==> src/rtl/irqc_pkg.sv <==
package irqc_pkg;
   localparam int unsigned NUM_CAT   = 3;
   localparam int unsigned NUM_LVL   = 3;
   localparam int unsigned NUM_MASK  = NUM_CAT * NUM_LVL;
   localparam int unsigned MASK_BASE = 3;

   typedef enum logic [1:0] {
      CAT_NRM = 2'd0,
      CAT_EXT = 2'd1,
      CAT_ERR = 2'd2,
      CAT_BAD = 2'd3
   } cat_e;
endpackage

==> src/rtl/irqc_status_bank.sv <==
module irqc_status_bank #(
   parameter int unsigned W = 32,
   parameter logic [W-1:0] KEEP = '1
) (
   input  logic         clk,
   input  logic         rst_n,
   input  logic [W-1:0] set_vec,
   input  logic [W-1:0] clr_vec,
   output logic [W-1:0] stat_q,
   output logic [W-1:0] stat_d
);
   logic [W-1:0] set_eff;

   assign set_eff = set_vec & KEEP;
   // set is applied after clear so that a colliding raise wins
   assign stat_d  = ((stat_q & ~clr_vec) | set_eff) & KEEP;

   always_ff @(posedge clk) begin
      if (!rst_n) stat_q <= '0;
      else        stat_q <= stat_d;
   end

   assert_raise_wins_R9: assert property (@(posedge clk) disable iff (!rst_n)
      1'b1 |=> ((stat_q & $past(set_eff)) == $past(set_eff)));
   assert_clear_R4: assert property (@(posedge clk) disable iff (!rst_n)
      1'b1 |=> ((stat_q & $past(clr_vec & ~set_eff)) == '0));
   assert_no_spurious_R2: assert property (@(posedge clk) disable iff (!rst_n)
      1'b1 |=> ((stat_q & ~$past(stat_q | set_eff)) == '0));
endmodule

==> src/rtl/irqc_mask_bank.sv <==
module irqc_mask_bank #(
   parameter int unsigned W   = 32,
   parameter int unsigned NUM = 9
) (
   input  logic                   clk,
   input  logic                   rst_n,
   input  logic [NUM-1:0]         wr_sel,
   input  logic [W-1:0]           wdata,
   output logic [NUM-1:0][W-1:0]  mask_q,
   output logic [NUM-1:0][W-1:0]  mask_d
);
   for (genvar k = 0; k < NUM; k++) begin : g_mask
      assign mask_d[k] = wr_sel[k] ? wdata : mask_q[k];

      always_ff @(posedge clk) begin
         if (!rst_n) mask_q[k] <= '0;
         else        mask_q[k] <= mask_d[k];
      end

      assert_mask_load_R6: assert property (@(posedge clk) disable iff (!rst_n)
         wr_sel[k] |=> (mask_q[k] == $past(wdata)));
      assert_mask_hold_R6: assert property (@(posedge clk) disable iff (!rst_n)
         !wr_sel[k] |=> $stable(mask_q[k]));
   end
endmodule

==> src/rtl/irqc_level_combine.sv <==
module irqc_level_combine #(
   parameter int unsigned W       = 32,
   parameter int unsigned NUM_LVL = 3,
   parameter int unsigned NUM_CAT = 3
) (
   input  logic                             clk,
   input  logic                             rst_n,
   input  logic [NUM_CAT-1:0][W-1:0]        stat_n,
   input  logic [NUM_LVL*NUM_CAT-1:0][W-1:0] mask_n,
   output logic [NUM_LVL-1:0]               pend_q
);
   logic [NUM_LVL-1:0][NUM_CAT-1:0] hit;
   logic [NUM_CAT-1:0]              cat_any;

   for (genvar c = 0; c < NUM_CAT; c++) begin : g_any
      assign cat_any[c] = |stat_n[c];
   end

   for (genvar l = 0; l < NUM_LVL; l++) begin : g_lvl
      for (genvar c = 0; c < NUM_CAT; c++) begin : g_cat
         assign hit[l][c] = |(stat_n[c] & mask_n[l*NUM_CAT + c]);
      end

      always_ff @(posedge clk) begin
         if (!rst_n) pend_q[l] <= 1'b0;
         else        pend_q[l] <= |hit[l];
      end
   end

   assert_idle_quiet_R7: assert property (@(posedge clk) disable iff (!rst_n)
      (cat_any == '0) |=> (pend_q == '0));
endmodule

==> src/rtl/tri_cat_irq_ctrl.sv <==
module tri_cat_irq_ctrl
   import irqc_pkg::*;
#(
   parameter int unsigned DATA_W   = 32,
   parameter int unsigned ADDR_W   = 4,
   parameter int unsigned ID_W     = 10,
   parameter int unsigned IDX_W    = 5,
   parameter int unsigned SCAN_IDX = 5
) (
   input  logic              clk,
   input  logic              rst_n,
   input  logic              raise_valid,
   input  logic [ID_W-1:0]   raise_id,
   input  logic              cancel_valid,
   input  logic [IDX_W-1:0]  cancel_idx,
   input  logic              bus_wr,
   input  logic [ADDR_W-1:0] bus_addr,
   input  logic [DATA_W-1:0] bus_wdata,
   output logic [DATA_W-1:0] bus_rdata,
   output logic              req_hi,
   output logic              req_mid,
   output logic              req_lo,
   output logic              scan_pulse
);
   localparam int unsigned NRM_W = DATA_W - 2;
   localparam logic [DATA_W-1:0] NRM_KEEP = {2'b00, {NRM_W{1'b1}}};
   localparam logic [DATA_W-1:0] ONE = {{(DATA_W-1){1'b0}}, 1'b1};

   if (DATA_W < 8)             begin : g_bad_w   $error("DATA_W too small"); end
   if (ID_W != 10)             begin : g_bad_id  $error("ID_W must be 10"); end
   if ((1 << IDX_W) != DATA_W) begin : g_bad_idx $error("IDX_W must index DATA_W"); end
   if (SCAN_IDX >= NRM_W)      begin : g_bad_sc  $error("SCAN_IDX out of range"); end
   if ((1 << ADDR_W) < MASK_BASE + NUM_MASK) begin : g_bad_a $error("ADDR_W too small"); end

   // ---------------- raise decode ----------------
   cat_e        r_cat;
   logic [7:0]  r_idx;
   logic        r_in_rng;
   logic [DATA_W-1:0] r_bit;
   logic [NUM_CAT-1:0][DATA_W-1:0] set_vec;

   assign r_cat    = cat_e'(raise_id[9:8]);
   assign r_idx    = raise_id[7:0];
   assign r_in_rng = (32'(r_idx) < DATA_W);
   assign r_bit    = (raise_valid && r_in_rng) ? (ONE << r_idx) : '0;

   always_comb begin
      set_vec = '0;
      unique case (r_cat)
         CAT_NRM: set_vec[CAT_NRM] = r_bit;
         CAT_EXT: set_vec[CAT_EXT] = r_bit;
         CAT_ERR: set_vec[CAT_ERR] = r_bit;
         default: set_vec = '0;
      endcase
   end

   // ---------------- clear sources ----------------
   logic wr_nrm, wr_ext, wr_err;
   logic [NUM_CAT-1:0][DATA_W-1:0] clr_vec;

   assign wr_nrm = bus_wr && (bus_addr == ADDR_W'(CAT_NRM));
   assign wr_ext = bus_wr && (bus_addr == ADDR_W'(CAT_EXT));
   assign wr_err = bus_wr && (bus_addr == ADDR_W'(CAT_ERR));

   assign clr_vec[CAT_NRM] = wr_nrm ? (bus_wdata & NRM_KEEP) : '0;
   assign clr_vec[CAT_EXT] = cancel_valid ? (ONE << cancel_idx) : '0;
   assign clr_vec[CAT_ERR] = wr_err ? bus_wdata : '0;

   // ---------------- status banks ----------------
   logic [NUM_CAT-1:0][DATA_W-1:0] stat_q, stat_d;

   for (genvar c = 0; c < NUM_CAT; c++) begin : g_stat
      localparam logic [DATA_W-1:0] KEEP_C = (c == CAT_NRM) ? NRM_KEEP : '1;
      irqc_status_bank #(.W(DATA_W), .KEEP(KEEP_C)) i_bank (
         .clk     (clk),
         .rst_n   (rst_n),
         .set_vec (set_vec[c]),
         .clr_vec (clr_vec[c]),
         .stat_q  (stat_q[c]),
         .stat_d  (stat_d[c])
      );
   end

   // ---------------- mask storage ----------------
   logic [NUM_MASK-1:0]              mask_sel;
   logic [NUM_MASK-1:0][DATA_W-1:0]  mask_q, mask_d;

   for (genvar k = 0; k < NUM_MASK; k++) begin : g_msel
      assign mask_sel[k] = bus_wr && (bus_addr == ADDR_W'(MASK_BASE + k));
   end

   irqc_mask_bank #(.W(DATA_W), .NUM(NUM_MASK)) i_masks (
      .clk    (clk),
      .rst_n  (rst_n),
      .wr_sel (mask_sel),
      .wdata  (bus_wdata),
      .mask_q (mask_q),
      .mask_d (mask_d)
   );

   // ---------------- level combine ----------------
   logic [NUM_LVL-1:0] pend;

   irqc_level_combine #(.W(DATA_W), .NUM_LVL(NUM_LVL), .NUM_CAT(NUM_CAT)) i_comb (
      .clk    (clk),
      .rst_n  (rst_n),
      .stat_n (stat_d),
      .mask_n (mask_d),
      .pend_q (pend)
   );

   assign req_hi  = pend[0];
   assign req_mid = pend[1];
   assign req_lo  = pend[2];

   // ---------------- read mux ----------------
   always_comb begin
      bus_rdata = '0;
      if (bus_addr == ADDR_W'(CAT_NRM)) begin
         bus_rdata           = stat_q[CAT_NRM] & NRM_KEEP;
         bus_rdata[DATA_W-2] = |stat_q[CAT_EXT];
         bus_rdata[DATA_W-1] = |stat_q[CAT_ERR];
      end else if (bus_addr == ADDR_W'(CAT_EXT)) begin
         bus_rdata = stat_q[CAT_EXT];
      end else if (bus_addr == ADDR_W'(CAT_ERR)) begin
         bus_rdata = stat_q[CAT_ERR];
      end else begin
         for (int k = 0; k < NUM_MASK; k++) begin
            if (bus_addr == ADDR_W'(MASK_BASE + k)) bus_rdata = mask_q[k];
         end
      end
   end

   // ---------------- side pulse ----------------
   logic scan_hit;
   assign scan_hit = raise_valid && (r_cat == CAT_NRM) && (32'(r_idx) == SCAN_IDX);

   always_ff @(posedge clk) begin
      if (!rst_n) scan_pulse <= 1'b0;
      else        scan_pulse <= scan_hit;
   end

   assert_pulse_cause_R10: assert property (@(posedge clk) disable iff (!rst_n)
      scan_pulse |-> $past(raise_valid));
   assert_ext_sw_ignored_R5: assert property (@(posedge clk) disable iff (!rst_n)
      (wr_ext && !raise_valid && !cancel_valid) |=> $stable(stat_q[CAT_EXT]));
   assert_nrm_top_empty_R4: assert property (@(posedge clk) disable iff (!rst_n)
      1'b1 |=> (stat_q[CAT_NRM][DATA_W-1:DATA_W-2] == 2'b00));
endmodule

==> config.mk <==
export PLATFORM = sky130hd
export DESIGN_NAME = tri_cat_irq_ctrl
export DESIGN_NICKNAME = d
export VERILOG_FILES = /design/src/rtl/irqc_pkg.sv /design/src/rtl/irqc_status_bank.sv /design/src/rtl/irqc_mask_bank.sv /design/src/rtl/irqc_level_combine.sv /design/src/rtl/tri_cat_irq_ctrl.sv
export SDC_FILE = /design/constraint.sdc
export NUM_CORES = 1
export LEC_CHECK = 0
export CAP_MARGIN = 20
export CORE_MARGIN = 1
export CORE_UTILIZATION = 25
export DETAILED_ROUTE_END_ITERATION = 7
export PLACE_DENSITY_LB_ADDON = 0.05
export REMOVE_ABC_BUFFERS = 1
export SYNTH_ARGS = -nofsm -noshare
export SYNTH_HDL_FRONTEND = slang
export SYNTH_SLANG_ARGS = --single-unit
==> constraint.sdc <==
create_clock -name clk -period 3.7 [get_ports clk]
set_input_delay 0.37 -clock clk [delete_from_list [all_inputs] [get_ports clk]]
set_output_delay 0.37 -clock clk [all_outputs]
set_load 0.02 [all_outputs]
==> out/metrics.yaml, run 1 <==
yosys:
  synth_seq_cells: 386
  synth.avg_cell_area_um2: 8.63
  synth_edf_count: 0
  ys_warn_count: 0
  synth_compound_gate_area_share: 0.213
  ys_seq_area_frac: 0.419
  synth_top_family_by_area: "compound AO/OA/AOI/OAI gates"
  synthSimpleGateAreaFrac: 0.172
  synth_adder_area_share: 0
  synth.area.mux_share: 0.156
  synthXorXnorAreaFrac: 0
  synth-main-ff-cell: "dfxtp_1"
  synth_area_um2: 18500
  synthArstFlopShare: 0
  synth_cell_types: 60
  synthCells: 2138
power_and_ir_drop:
  ir_drop_v: 0.000391
  p_leak_nw: 9.92
  cellPowerDensity_nw_per_um2: 433
route:
  drt-wirelength-per-cell_um: 38.9
  totalWireLength_mm: 131
  topRoutingLayerUsed: "met5"
  wl_met2_mm: 56.4
  wl_met1_mm: 56.6
  initialDrtViolationCount: 2591
  avgViaCountPerCell: 5.86
  drc: 1
  ant_nets: 0
  drt_pass1_iterations: 8
  routed-via-count: 19800
  wl_met3_mm: 10.2
timing:
  setup_violations: 0
  final.min_clock_period_ns: 3.58
  fmax_ghz: 0.279
  rsz0062_at_grt: "no"
  finalHoldViolCount: 0
  max-slew-margin-rel: 0.384
  period_share: 0.969
  drv_slew: 0
  worstMarginPinSlew_ns: 0.899
  skew_ns: 0.0316
  whs_ns: 0.326
clock_tree:
  path_clk_slew_ns: 0.06
  tritoncts: "yes"
  insertion_delay_ns: 0.62
  cts_max_level: 2
  clock-sinks: 386
  root_buffer: "clkbuf_16"
  cts_buffer_depth: 3
  cts_made_buffers: 52
  holdBufCountCts: 0
finish:
  layout-drive-gt1-share: 0.166
  synthToLayoutAreaGrowth_pct: 29.2
  fin_area_um2: 23900
  layout.nets: 2430
  final_cell_mix: "nor2_1 (410), dfxtp_1 (386), mux2i_1 (262)"
  final_common_cell: "nor2_1"
worst_setup_path:
  crit_required_ns: 3.33
  cp-end-kind: "primary output"
  cp.arrival_ns: 3.21
  path_class: "register to primary output"
  cp-start-kind: "register"
  crit_fanout: 3
grt:
  grt.overflow.total: 0
  grt_pass1_vias: 19000
  grt_usage: 0.344
  grt_max_degree: 88
  antenna_found_initial: 7
  grt_pass1_wl_mm: 174
floorplan:
  die_w_um: 274
  start_util: 0.253
  coreArea_um2: 73000
  row_count: 99
  dieArea_um2: 74900
  die_height_um: 274
  io_pins: 92
placed_design:
  port-buffer-count: 91
  gp_congestion: 1.10
  placed_area_um2: 22200
  dp_hpwl_mm: 102
run_status:
  violations: "DRC"
  status: "complete, but fails checks"
flow_run:
  max_cap_viol_count: 0
worst_hold_path:
  hold_class: "input pin to register"
-- layout make-up --
| type | count | area (um^2) |
|---|---|---|
| Fill cell | 7638 | 49100 |
| Multi-Input combinational cell | 1573 | 10000 |
| Sequential cell | 386 | 7730 |
| Timing Repair Buffer | 357 | 3180 |
| Clock buffer | 80 | 1550 |
| Tap cell | 959 | 1200 |
| Clock inverter | 8 | 126 |
| Inverter | 4 | 22.5 |
| Antenna cell | 2 | 5.00 |
-- final timing paths --
path | end | cells after the start | from | slack, ns
max | bus_rdata[31] | 5 | g_stat[2].i_bank.stat_q[14]$_SDFF_PN0_ | 0.12
min | i_masks.mask_q[64]$_SDFF_PN0_ | 3 | rst_n | 0.33
max reg2reg | i_comb.pend_q[2]$_SDFF_PN0_ | 6 | g_stat[2].i_bank.stat_q[10]$_SDFF_PN0_ | 1.10
min reg2reg | i_masks.mask_q[30]$_SDFFE_PN0P_ | 2 | i_masks.mask_q[30]$_SDFFE_PN0P_ | 0.47
-- critical path, cell delays in order (launching register included) --
cell	delay, ns
dfxtp_1	0.39
nor4_1	0.55
nand4_1	0.40
nor3_1	0.48
o22ai_1	0.19
clkdlybuf4s50_1	0.58
-- registers in the layout, indices dropped and copies added (netlist names) --
signal / cells
i_comb.pend_q: 3
g_stat.i_bank.stat_q: 94
scan_pulse: 1
i_masks.mask_q: 288
-- through the flow --
step           setup TNS, ns  power, mW   util  cells  setup WS (ns)
2_1_floorplan        -902.44       4.62      -   1963          -2.76
4_1_cts                    0       10.4  0.327   3367         0.0961
6_report                   0       10.3  0.327   3369          0.116
3_3_place_gp          -0.449       5.29  0.304   3279         -0.335
5_1_grt                    0       10.6  0.327   3368          0.108
3_5_place_dp          -0.381       5.28  0.304   3279         -0.314
-- layer usage --
layer  vias up  track usage
met5         -            0
met4         4        0.178
met3       275       0.0604
met2      1124        0.524
met1     10000        0.462
li1       8330            -
-- power by group --
part	internal [mW]	switching (mW)	total, mW
registers	4.20	0.0241	4.22
clock network	3.06	2.06	5.11
logic	0.315	0.672	0.987
total	7.57	2.75	10.3
-- kinds of logic (layout without fill, tap and decap cells) --
family,after synthesis,count (layout)
and+or+nand+nor,701,701
AOI/OAI and AO/OA,588,588
DFF,386,386
muxes,284,284
buffers and inverters,179,449
other,0,2
-- Yosys cell counts (all sizes together), types with 41 or more instances --
master,instances,area [um^2]
a21oi,56,280
a22oi,42,315
buf,48,260
clkbuf,127,477
dfxtp,386,7730
mux2i,262,2620
nand2,121,467
nor2,410,1540
nor4,41,257
o21a,87,657
o21ai,140,701
o22ai,134,838
-- what timing repair did --
item | CTS | global route
endpoints found under the setup margin | 0 | 1
setup buffers | 0 | 0
resized for setup | 0 | 1
endpoints found under the hold margin | 0 | 0
Power figures use the tool's default switching activity.
==> inputs of run 2 (changes only) <==
- ABC_AREA: not set -> 1
==> out/metrics.yaml, run 2 <==
yosys:
  synth-main-ff-cell: "dfxtp_1"
  synthTopCellsByCount: "nand2_1 (1150), inv_1 (556), nor2_1 (463)"
  synth_top_area_share: 0.362  # -0.0571
  synth_cell_types: 29  # -52%
  synth.avg_cell_area_um2: 6.01  # -30%
  synthArstFlopShare: 0  # unchanged
  yosysMostFrequentCell: "nand2_1"
  synth_area_um2: 21400  # +16%
  synth_area_leaders: "dfxtp_1 (36%), nand2_1 (20%), inv_1 (9.8%)"
  synth_seq_cells: 386  # unchanged
  synth_top_cell_by_area: "dfxtp_1"
  ys_seq_area_frac: 0.362  # -0.0571
  ys_warn_count: 0  # unchanged
  synth_edf_count: 0  # unchanged
  synthCells: 3554  # +66%
finish:
  largest_register: "i_masks.mask_q"
  postLayoutCoreUtil: 0.317  # -0.0102
  final_cell_mix: "nand2_1 (1140), inv_1 (555), nor2_1 (457)"
  final_common_cell: "nand2_1"
  reg_top3: "i_masks.mask_q (288), g_stat.i_bank.stat_q (94), i_comb.pend_q (3)"
  largest_reg_flops: 288  # unchanged
  layout.nets: 3761  # +55%
  synthToLayoutAreaGrowth_pct: 24.6
  layout-drive-gt1-share: 0.0833  # -0.0824
timing:
  drv_slew: 0  # unchanged
  setup_violations: 0  # unchanged
  period_share: 0.948  # -0.0211
  rsz0062_at_grt: "no"
  final.min_clock_period_ns: 3.51  # -0.0782 ns
  skew_ns: 0.0263  # -0.00520 ns
  max-slew-margin-rel: 0.537  # +0.153
  tns_ns: 0  # unchanged
  finalHoldViolCount: 0  # unchanged
  worstMarginPinSlew_ns: 0.688  # -0.211 ns
  fmax_ghz: 0.285  # +2.2%
floorplan:
  io_pins: 92  # unchanged
  die_height_um: 294  # +7.6%
  die_w_um: 294  # +7.6%
  coreArea_um2: 84100  # +15%
  row_count: 106  # +7.1%
  start_util: 0.254  # +0.00121
  dieArea_um2: 86700  # +16%
worst_hold_path:
  hold_class: "register to register"
placed_design:
  dp_hpwl_mm: 85.2  # -16%
  gp_congestion: 0.903  # -18%
  port-buffer-count: 91  # unchanged
flow_run:
  max_cap_viol_count: 0  # unchanged
power_and_ir_drop:
  cellPowerDensity_nw_per_um2: 376  # -13%
  ir_drop_v: 0.000311  # -20%
  p_leak_nw: 11.9  # +20%
worst_setup_path:
  crit_path_max_incr_delay_ns: 0.62  # +0.04 ns
  crit_chain: "clkdlybuf4s50_1 > inv_1 > nand2_1 > nor2_4 > buf_12 > buf_4 > nand2_1 > o2111ai_1 > a21oi_1 > nand3_1 > a21oi_1 > nand4_1 > clkdlybuf4s50_1"
  cp.arrival_ns: 3.14  # -0.07 ns
  crit_required_ns: 3.33  # about the same
  reg2reg_slack_ns: 1.56  # +0.46 ns
  cp-end-kind: "primary output"
  cp-start-kind: "input pin"
  cp_slowest_cell: "clkdlybuf4s50_1"
  path_class: "input pin to primary output"
  crit_fanout: 10  # +7
clock_tree:
  path_clk_slew_ns: 0.05  # about the same
  clock-sinks: 386  # unchanged
  cts_resized: 1  # +1
  cts_made_buffers: 52  # unchanged
  tritoncts: "yes"
  insertion_delay_ns: 0.62  # about the same
  postCtsSetupRepairBufs: 0  # unchanged
  holdBufCountCts: 0  # unchanged
  cts_buffer_depth: 3  # unchanged
  root_buffer: "clkbuf_16"
  cts_max_level: 2  # unchanged
grt:
  grt_usage: 0.264  # -0.0798
  antenna_found_initial: 4  # -3
  grt_max_degree: 63  # -28%
  grt_pass1_wl_mm: 162  # -6.5%
  grt_pass1_vias: 21800  # +15%
  grt.overflow.total: 0  # unchanged
route:
  ant_nets: 0  # unchanged
  drt-wirelength-per-cell_um: 23.7  # -39%
  avgViaCountPerCell: 4.70  # -20%
  totalWireLength_mm: 115  # -12%
  initialDrtViolationCount: 2019  # -22%
  drc: 0  # -1
  routed-via-count: 22900  # +16%
  drt_pass1_iterations: 5  # -3
run_status:
  status: "complete, no violations"
-- run 2: cell count changes after synthesis, moves of 53 or more --
cell / previous run / this run
mux2i_1: 262 / 0
inv_1: 3 / 556
nand2_1: 116 / 1150
nand3_1: 24 / 152
o22ai_1: 134 / 2
o21ai_0: 136 / 191
nor2_1: 410 / 463
a21oi_1: 56 / 129
o21a_1: 84 / 169
-- run 2: path summary, 6_finish.rpt --
kind                                      end  cells after the start                                   start
max reg2reg       i_comb.pend_q[1]$_SDFF_PN0_                     10  g_stat[1].i_bank.stat_q[13]$_SDFF_PN0_
min reg2reg  i_masks.mask_q[223]$_SDFFE_PN0P_                      2        i_masks.mask_q[223]$_SDFFE_PN0P_
max                             bus_rdata[31]                     13                             bus_addr[1]
min          i_masks.mask_q[223]$_SDFFE_PN0P_                      2        i_masks.mask_q[223]$_SDFFE_PN0P_
-- run 2: final cells by class --
| cell class | instances | area [um^2] |
|---|---|---|
| antenna | 2 | 5.00 |
| clock buffer | 76 | 1500 |
| clock inverter | 8 | 47.5 |
| fill | 9597 | 57500 |
| inverter | 558 | 2100 |
| multi-input combinational | 2427 | 11000 |
| sequential | 386 | 7730 |
| tap | 1134 | 1420 |
| timing repair buffer | 280 | 2870 |
-- run 2: stage by stage --
stage / hold slack [ns] / setup slack [ns] / std cells / instance area (um^2) / power, mW
floorplan: 0.424 / -2.46 / 3371 / 20600 / 4.71
global placement: 0.460 / -0.149 / 4785 / 25100 / 5.24
detailed placement: 0.457 / -0.162 / 4785 / 25100 / 5.24
CTS: 0.465 / 0.123 / 4869 / 26600 / 10.1
global route: 0.485 / 0.0138 / 4869 / 26600 / 10.4
finish: 0.465 / 0.194 / 4871 / 26600 / 10.0
-- run 2: worst max-delay path: cells and delay by family --
family                 cells  cell delay, ns
buffers and inverters      5            1.66
and+or+nand+nor            5            0.71
AOI/OAI and AO/OA          3            0.38
-- run 2: cells by family (layout without fill, tap and decap cells) --
group / count (synthesis) / in the layout / synth area share
DFF: 386 / 386 / 0.362
and+or+nand+nor: 1880 / 1880 / 0.352
AOI/OAI and AO/OA: 547 / 547 / 0.154
other: 0 / 2 / 0
buffers and inverters: 741 / 922 / 0.132
-- run 2: power by group --
| part | internal, mW | switching, mW | total, mW | leakage [nW] |
|---|---|---|---|---|
| combinational | 0.292 | 0.623 | 0.915 | 7.99 |
| sequential | 4.22 | 0.0263 | 4.24 | 3.12 |
| clock | 2.77 | 2.09 | 4.86 | 0.767 |
-- run 2: per-layer routing --
metal  share of wire  global-route usage  vias to the layer above
li1                -                   -                    11300
met1            0.48               0.378                    10700
met2            0.44               0.408                      700
met3           0.061              0.0428                      138
met4           0.023              0.0671                        8
met5         0.00038                   0                        -
